`src/rtl/eag_pkg.sv`:
```
package eag_pkg;
    typedef enum logic [3:0] {
        AK_OFF,
        AK_OFF_BASE,
        AK_BASE,
        AK_IPREL,
        AK_BASE_IDX,
        AK_DISP,
        AK_DISP_BASE,
        AK_DISP_IDX,
        AK_DISP_BASE_IDX,
        AK_ILLEGAL
    } addr_kind_t;

    typedef struct packed {
        logic use_off;
        logic use_disp;
        logic use_base;
        logic use_idx;
        logic use_ip;
    } terms_t;
endpackage

```
`src/rtl/eag_decode.sv`:
```
module eag_decode
    import eag_pkg::*;
#(
    parameter int SCALE_W   = 3,
    parameter int MAX_SCALE = 4
) (
    input  logic [13:5]        mode_bits,
    output addr_kind_t         kind,
    output terms_t             terms,
    output logic [SCALE_W-1:0] scale_code
);
    logic [3:0] mode;
    logic       long_form;
    logic       field_bad;

    assign mode       = mode_bits[13:10];
    assign long_form  = mode[2];
    assign scale_code = mode_bits[9:7];
    assign field_bad  = (int'(scale_code) > MAX_SCALE) || (mode_bits[6:5] != 2'b00);

    always_comb begin
        if (!long_form) begin
            kind = mode[3] ? AK_OFF_BASE : AK_OFF;
        end else if (field_bad) begin
            kind = AK_ILLEGAL;
        end else begin
            unique case (mode)
                4'd4:    kind = AK_BASE;
                4'd5:    kind = AK_IPREL;
                4'd7:    kind = AK_BASE_IDX;
                4'd12:   kind = AK_DISP;
                4'd13:   kind = AK_DISP_BASE;
                4'd14:   kind = AK_DISP_IDX;
                4'd15:   kind = AK_DISP_BASE_IDX;
                default: kind = AK_ILLEGAL;
            endcase
        end
    end

    always_comb begin
        terms = '0;
        unique case (kind)
            AK_OFF:           terms.use_off = 1'b1;
            AK_OFF_BASE:      begin terms.use_off = 1'b1; terms.use_base = 1'b1; end
            AK_BASE:          terms.use_base = 1'b1;
            AK_IPREL:         begin terms.use_disp = 1'b1; terms.use_ip = 1'b1; end
            AK_BASE_IDX:      begin terms.use_base = 1'b1; terms.use_idx = 1'b1; end
            AK_DISP:          terms.use_disp = 1'b1;
            AK_DISP_BASE:     begin terms.use_disp = 1'b1; terms.use_base = 1'b1; end
            AK_DISP_IDX:      begin terms.use_disp = 1'b1; terms.use_idx = 1'b1; end
            AK_DISP_BASE_IDX: begin
                terms.use_disp = 1'b1; terms.use_base = 1'b1; terms.use_idx = 1'b1;
            end
            default:          terms = '0;
        endcase
    end


    short_never_bad_chk: assert final (long_form || kind != AK_ILLEGAL);
endmodule

```
`src/rtl/eag_scale.sv`:
```
module eag_scale #(
    parameter int AW        = 32,
    parameter int SCALE_W   = 3,
    parameter int MAX_SCALE = 4
) (
    input  logic [AW-1:0]      index_val,
    input  logic [SCALE_W-1:0] scale_code,
    output logic [AW-1:0]      scaled
);
    localparam int NCAND = MAX_SCALE + 1;

    logic [AW-1:0] cand [NCAND];

    for (genvar k = 0; k < NCAND; k++) begin : g_shift
        assign cand[k] = index_val << k;
    end

    always_comb begin
        scaled = '0;
        for (int k = 0; k < NCAND; k++) begin
            if (int'(scale_code) == k) scaled = cand[k];
        end
    end
endmodule

```
`src/rtl/eag_sum.sv`:
```
module eag_sum
    import eag_pkg::*;
#(
    parameter int AW      = 32,
    parameter int OFF_W   = 12,
    parameter int IP_BIAS = 8
) (
    input  terms_t            terms,
    input  logic [OFF_W-1:0]  offset,
    input  logic [AW-1:0]     disp_word,
    input  logic [AW-1:0]     instr_addr,
    input  logic [AW-1:0]     base_val,
    input  logic [AW-1:0]     scaled_idx,
    output logic [AW-1:0]     addr
);
    logic [AW-1:0] t_lead;
    logic [AW-1:0] t_base;
    logic [AW-1:0] t_idx;
    logic [AW-1:0] t_ip;

    always_comb begin
        t_lead = terms.use_off  ? AW'(offset) : (terms.use_disp ? disp_word : '0);
        t_base = terms.use_base ? base_val   : '0;
        t_idx  = terms.use_idx  ? scaled_idx : '0;
        t_ip   = terms.use_ip   ? instr_addr + AW'(IP_BIAS) : '0;
        addr   = t_lead + t_base + t_idx + t_ip;
    end
endmodule

```
`src/rtl/eff_addr_gen.sv`:
```
module eff_addr_gen
    import eag_pkg::*;
#(
    parameter int AW        = 32,
    parameter int RIDX_W    = 5,
    parameter int SCALE_W   = 3,
    parameter int MAX_SCALE = 4,
    parameter int IP_BIAS   = 8
) (
    input  logic              clk,
    input  logic              rst_n,
    input  logic              in_valid,
    input  logic [23:0]       instr_word,
    input  logic [AW-1:0]     disp_word,
    input  logic [AW-1:0]     instr_addr,
    input  logic [AW-1:0]     base_val,
    input  logic [AW-1:0]     index_val,
    output logic [RIDX_W-1:0] base_sel,
    output logic [RIDX_W-1:0] index_sel,
    output logic [RIDX_W-1:0] data_sel,
    output logic              out_valid,
    output logic [AW-1:0]     ea_out,
    output logic              ea_bad
);
    localparam int OFF_W = 12;

    addr_kind_t         kind;
    terms_t             terms;
    logic [SCALE_W-1:0] scale_code;
    logic [AW-1:0]      scaled_idx;
    logic [AW-1:0]      addr_c;
    logic               bad_c;

    assign base_sel  = instr_word[14 +: RIDX_W];
    assign index_sel = instr_word[0 +: RIDX_W];
    assign data_sel  = instr_word[19 +: RIDX_W];

    eag_decode #(.SCALE_W(SCALE_W), .MAX_SCALE(MAX_SCALE)) u_decode (
        .mode_bits  (instr_word[13:5]),
        .kind       (kind),
        .terms      (terms),
        .scale_code (scale_code)
    );

    eag_scale #(.AW(AW), .SCALE_W(SCALE_W), .MAX_SCALE(MAX_SCALE)) u_scale (
        .index_val  (index_val),
        .scale_code (scale_code),
        .scaled     (scaled_idx)
    );

    eag_sum #(.AW(AW), .OFF_W(OFF_W), .IP_BIAS(IP_BIAS)) u_sum (
        .terms      (terms),
        .offset     (instr_word[OFF_W-1:0]),
        .disp_word  (disp_word),
        .instr_addr (instr_addr),
        .base_val   (base_val),
        .scaled_idx (scaled_idx),
        .addr       (addr_c)
    );

    assign bad_c = (kind == AK_ILLEGAL);

    // result register: valid flag
    always_ff @(posedge clk) begin
        if (!rst_n) out_valid <= 1'b0;
        else        out_valid <= in_valid;
    end

    // result register: address and flag, loaded on request
    always_ff @(posedge clk) begin
        if (!rst_n) begin
            ea_out <= '0;
            ea_bad <= 1'b0;
        end else if (in_valid) begin
            ea_out <= bad_c ? '0 : addr_c;
            ea_bad <= bad_c;
        end
    end


    valid_follow_chk: assert property (@(posedge clk) disable iff (!rst_n)
        in_valid |=> out_valid);

    valid_drop_chk: assert property (@(posedge clk) disable iff (!rst_n)
        !in_valid |=> !out_valid);

    hold_result_chk: assert property (@(posedge clk) disable iff (!rst_n)
        !in_valid |=> ($stable(ea_out) && $stable(ea_bad)));

    bad_zero_chk: assert property (@(posedge clk) disable iff (!rst_n)
        ea_bad |-> (ea_out == '0));

    mode6_bad_chk: assert property (@(posedge clk) disable iff (!rst_n)
        (in_valid && instr_word[13:10] == 4'd6) |=> ea_bad);

    short_ok_chk: assert property (@(posedge clk) disable iff (!rst_n)
        (in_valid && !instr_word[12]) |=> !ea_bad);
endmodule

```
`config.mk`:
```
export PLATFORM = sky130hd
export DESIGN_NAME = eff_addr_gen
export DESIGN_NICKNAME = d
export VERILOG_FILES = /design/src/rtl/eag_pkg.sv /design/src/rtl/eag_decode.sv /design/src/rtl/eag_scale.sv /design/src/rtl/eag_sum.sv /design/src/rtl/eff_addr_gen.sv
export SDC_FILE = /design/constraint.sdc
export NUM_CORES = 1
export LEC_CHECK = 0
export CELL_PAD_IN_SITES_DETAIL_PLACEMENT = 2
export CELL_PAD_IN_SITES_GLOBAL_PLACEMENT = 2
export CORE_MARGIN = 2
export CORE_UTILIZATION = 29
export CTS_BUF_LIST = sky130_fd_sc_hd__clkbuf_2
export DETAILED_ROUTE_END_ITERATION = 8
export PLACE_DENSITY = 0.91
export SLEW_MARGIN = 10
export SYNTH_ARGS = -nofsm -noshare
export SYNTH_HDL_FRONTEND = slang
export SYNTH_SLANG_ARGS = --single-unit
```
`constraint.sdc`:
```
create_clock -name clk -period 8.6 [get_ports clk]
set_input_delay 2.15 -clock clk [delete_from_list [all_inputs] [get_ports clk]]
set_output_delay 2.15 -clock clk [all_outputs]
set_load 0.005 [all_outputs]
```
==> impl_metrics.env <==
export IMPL_htreeDepth=2
export IMPL_synthArstFlopShare_pct=0
export IMPL_synth_seq_cells=34
export IMPL_grt_util_met3_pct=2.69
export IMPL_slew_violations=0
export IMPL_worstPathRequired_ns=8.94
export IMPL_reg2reg_slack_ns=7.77
export IMPL_rr_startpoint="ea_out[2]"
export IMPL_syn_area_sq_mm=0.00693
export IMPL_die_x_microns=159
export IMPL_grt_max_degree=60
export IMPL_ys_seq_area_share_pct=9.83
export IMPL_core_sq_mm=0.0235
export IMPL_cp_arrival_ns=7.55
export IMPL_drt_wl_total_microns=27400
export IMPL_die_area_sq_mm=0.0251
export IMPL_drt_pass1_iter_count=5
export IMPL_grt_pass1_vias=8244
export IMPL_final_nets=1354
export IMPL_tightestPinTransition_ns=0.783
export IMPL_layout_common_cells="182 x clkdlybuf4s50_1, 142 x inv_1, 93 x nor2_1"
export IMPL_drc=0
export IMPL_finalSetupViolCount=0
export IMPL_ys_warn_count=0
export IMPL_final_common_cell="clkdlybuf4s50_1"
export IMPL_drt_iter0_markers=305
export IMPL_ant_nets=0
export IMPL_grt_met1_usage_pct=26.0
export IMPL_path_clk_slew_ns=0.20
export IMPL_gp_congestion=0.859
export IMPL_ctsHoldBuffers=0
export IMPL_multiInputGateArea_sq_mm=0.00541
export IMPL_leakagePower_uw=0.00372
export IMPL_fin_crit_sh_pct=83.9
export IMPL_avgRoutedWirePerCell_microns=19.2
export IMPL_slowest_stage="or3_1"
export IMPL_avgSynthCellArea_sq_um=7.19
export IMPL_drv_cap=0
export IMPL_drive_above_1_share_pct=4.16
export IMPL_hp_class="reg -> reg"
export IMPL_fin_ws_ns=1.39
export IMPL_netlist_top_cells_area="fa_1 18%, dfxtp_1 9.8%, inv_1 7.7%, ha_1 5.8%, a21oi_1 5.6%"
export IMPL_antenna_found_initial=1
export IMPL_initial_utilization_pct=29.5
export IMPL_crit_chain="clkdlybuf4s50_1, nor2_1, and2_1, nand2_1, or3_1, nor2_1, fa_1, inv_1, fa_1, inv_1, ha_1, o21ai_0, o21ai_1, nand3_1, a311oi_1, o31ai_1, a21oi_1, or3_1, a32o_1"
export IMPL_max_freq_ghz=0.139
export IMPL_cts_tree="done"
export IMPL_worst_r2r_cell_count=3
export IMPL_clk_path_buf_depth=2
export IMPL_clock_sinks=34
export IMPL_whs_path_depth=2
export IMPL_start_kind="input pin"
export IMPL_min_to="ea_out[24]"
export IMPL_dp_hpwl_microns=23600
export IMPL_io_pins=204
export IMPL_yosys_area_top_type="fa_1"
export IMPL_overflow=0
export IMPL_period_minus_slack_ns=7.21
export IMPL_num_vias=7346
export IMPL_outcome="finished, final reports clean"
export IMPL_rsz0062_at_grt="no"
export IMPL_synth_nets=1212
export IMPL_finClkSkew_ns=0
export IMPL_clock_latency_ns=0.40
export IMPL_crit_path_end_kind="flip-flop"
export IMPL_placementRows=56
export IMPL_netlist_instances=963
export IMPL_die_h_microns=159
export IMPL_fin_tns_setup_ns=0
export IMPL_dp_slack_ns=0.943
export IMPL_root_buffer="clkbuf_2"
export IMPL_max_vdd_ir_drop_mv=0.0333
export IMPL_grt_usage_pct=22.2
export IMPL_max_stage_delay_ns=0.69
export IMPL_syn_to_final_growth_pct=29.6
export IMPL_ctsResizeCount=0
export IMPL_synthDominantCellAreaShare_pct=17.9
export IMPL_io_buffers=183
export IMPL_synth_edf_count=0
export IMPL_regArea_sq_um=681
export IMPL_grt_pass1_wl_microns=43200
export IMPL_ys_flop_type="dfxtp_1"
export IMPL_rr_endpoint="ea_out[2]"
export IMPL_cts_buffers=5
export IMPL_hold_start="ea_out[24]"
export IMPL_relSlewSlack_pct=47.8
export IMPL_cts_setup_buffers=0
export IMPL_synth_cell_type_count=80
export IMPL_hold_viol_final=0
export IMPL_worstPathMaxFanout=21
export IMPL_p_per_area_mw_per_mm2=62.6
export IMPL_n_fill_cell=2764
export IMPL_met2_usage_pct=43.6
export IMPL_via_per_inst=5.16
export IMPL_busiest_layer="met2"
export IMPL_worst_setup_path_type="in -> reg"
## synth_stat cells, types with 14 or more instances
library cell,number
nand2_1,90
nor3_1,16
a22oi_1,18
nor2b_1,21
and2_1,50
ha_1,32
fa_1,62
dfxtp_1,34
a21oi_1,78
o21ai_0,38
xor2_1,25
nor2_1,93
inv_1,142
nand3_1,23
clkbuf_1,37
nand4_1,14
buf_4,16
xnor2_1,22
## cells by family after synthesis
| kind of cell | count (synthesis) | share of synthesized area (%) |
|---|---|---|
| adder cells (fa/ha/maj) | 94 | 23.7 |
| AND/OR/NAND/NOR | 347 | 24.9 |
| flip-flops | 34 | 9.83 |
| XOR/XNOR | 48 | 6.27 |
| AO/OA/AOI/OAI | 223 | 20.6 |
| multiplexers | 15 | 2.49 |
| buffers and inverters | 202 | 12.2 |
## state kept, by name, summed over array words and instances, names as in the netlist
name and cells:
out_valid 1, ea_out 32, ea_bad 1
## how the worst max path moves through the flow
stage | start | to | slack [ns]
6_report | instr_word[5] | ea_out[30] | 1.39
5_1_grt | instr_addr[5] | ea_out[31] | 1.10
4_1_cts | instr_word[5] | ea_out[30] | 1.39
3_5_place_dp | instr_word[5] | ea_out[30] | 0.94
3_3_place_gp | instr_word[5] | ea_out[30] | 1.26
2_1_floorplan | instr_word[7] | ea_out[31] | 2.10
## cell type report
type / instances / area share (%)
well taps: 319 / 4.45
multi-input cells: 727 / 60.3
repair buffers: 195 / 21.4
diodes: 1 / 0.0279
flip-flops and latches: 34 / 7.58
clock inverters: 2 / 0.111
clock buffers: 5 / 0.279
inverters: 142 / 5.94
## power by group
part	internal (uW)	leakage (uW)	switching, uW	total [uW]
sequential	165	0.000276	3.94	169
clock	17.6	0.0000286	59.7	77.3
combinational	152	0.00342	163	316
total	335	0.00372	227	562
## per-stage QoR
step | total power (uW) | cells | hold slack, ns | area (sq um) | utilization (%)
after floorplan | 340 | 963 | 0.444 | 6930 | -
after global placement | 476 | 1417 | 0.442 | 8940 | 38.1
after detailed placement | 490 | 1417 | 0.455 | 8940 | 38.1
after CTS | 570 | 1424 | 0.487 | 8970 | 38.2
after global routing | 608 | 1425 | 0.511 | 8980 | 38.2
final | 562 | 1425 | 0.475 | 8980 | 38.2
## metal layers
layer	wire length, microns	up-vias
li1	-	3482
met1	11200	3652
met2	14700	187
met3	1110	25
met4	403	0
met5	0	-
## critical path: cells and delay by family
kind / cells / cell delay [ns]
AO/OA/AOI/OAI: 6 / 1.38
AND/OR/NAND/NOR: 7 / 2.26
adder cells (fa/ha/maj): 3 / 1.12
buffers and inverters: 3 / 0.61
Note: power is estimated with default switching activity, not from simulation.
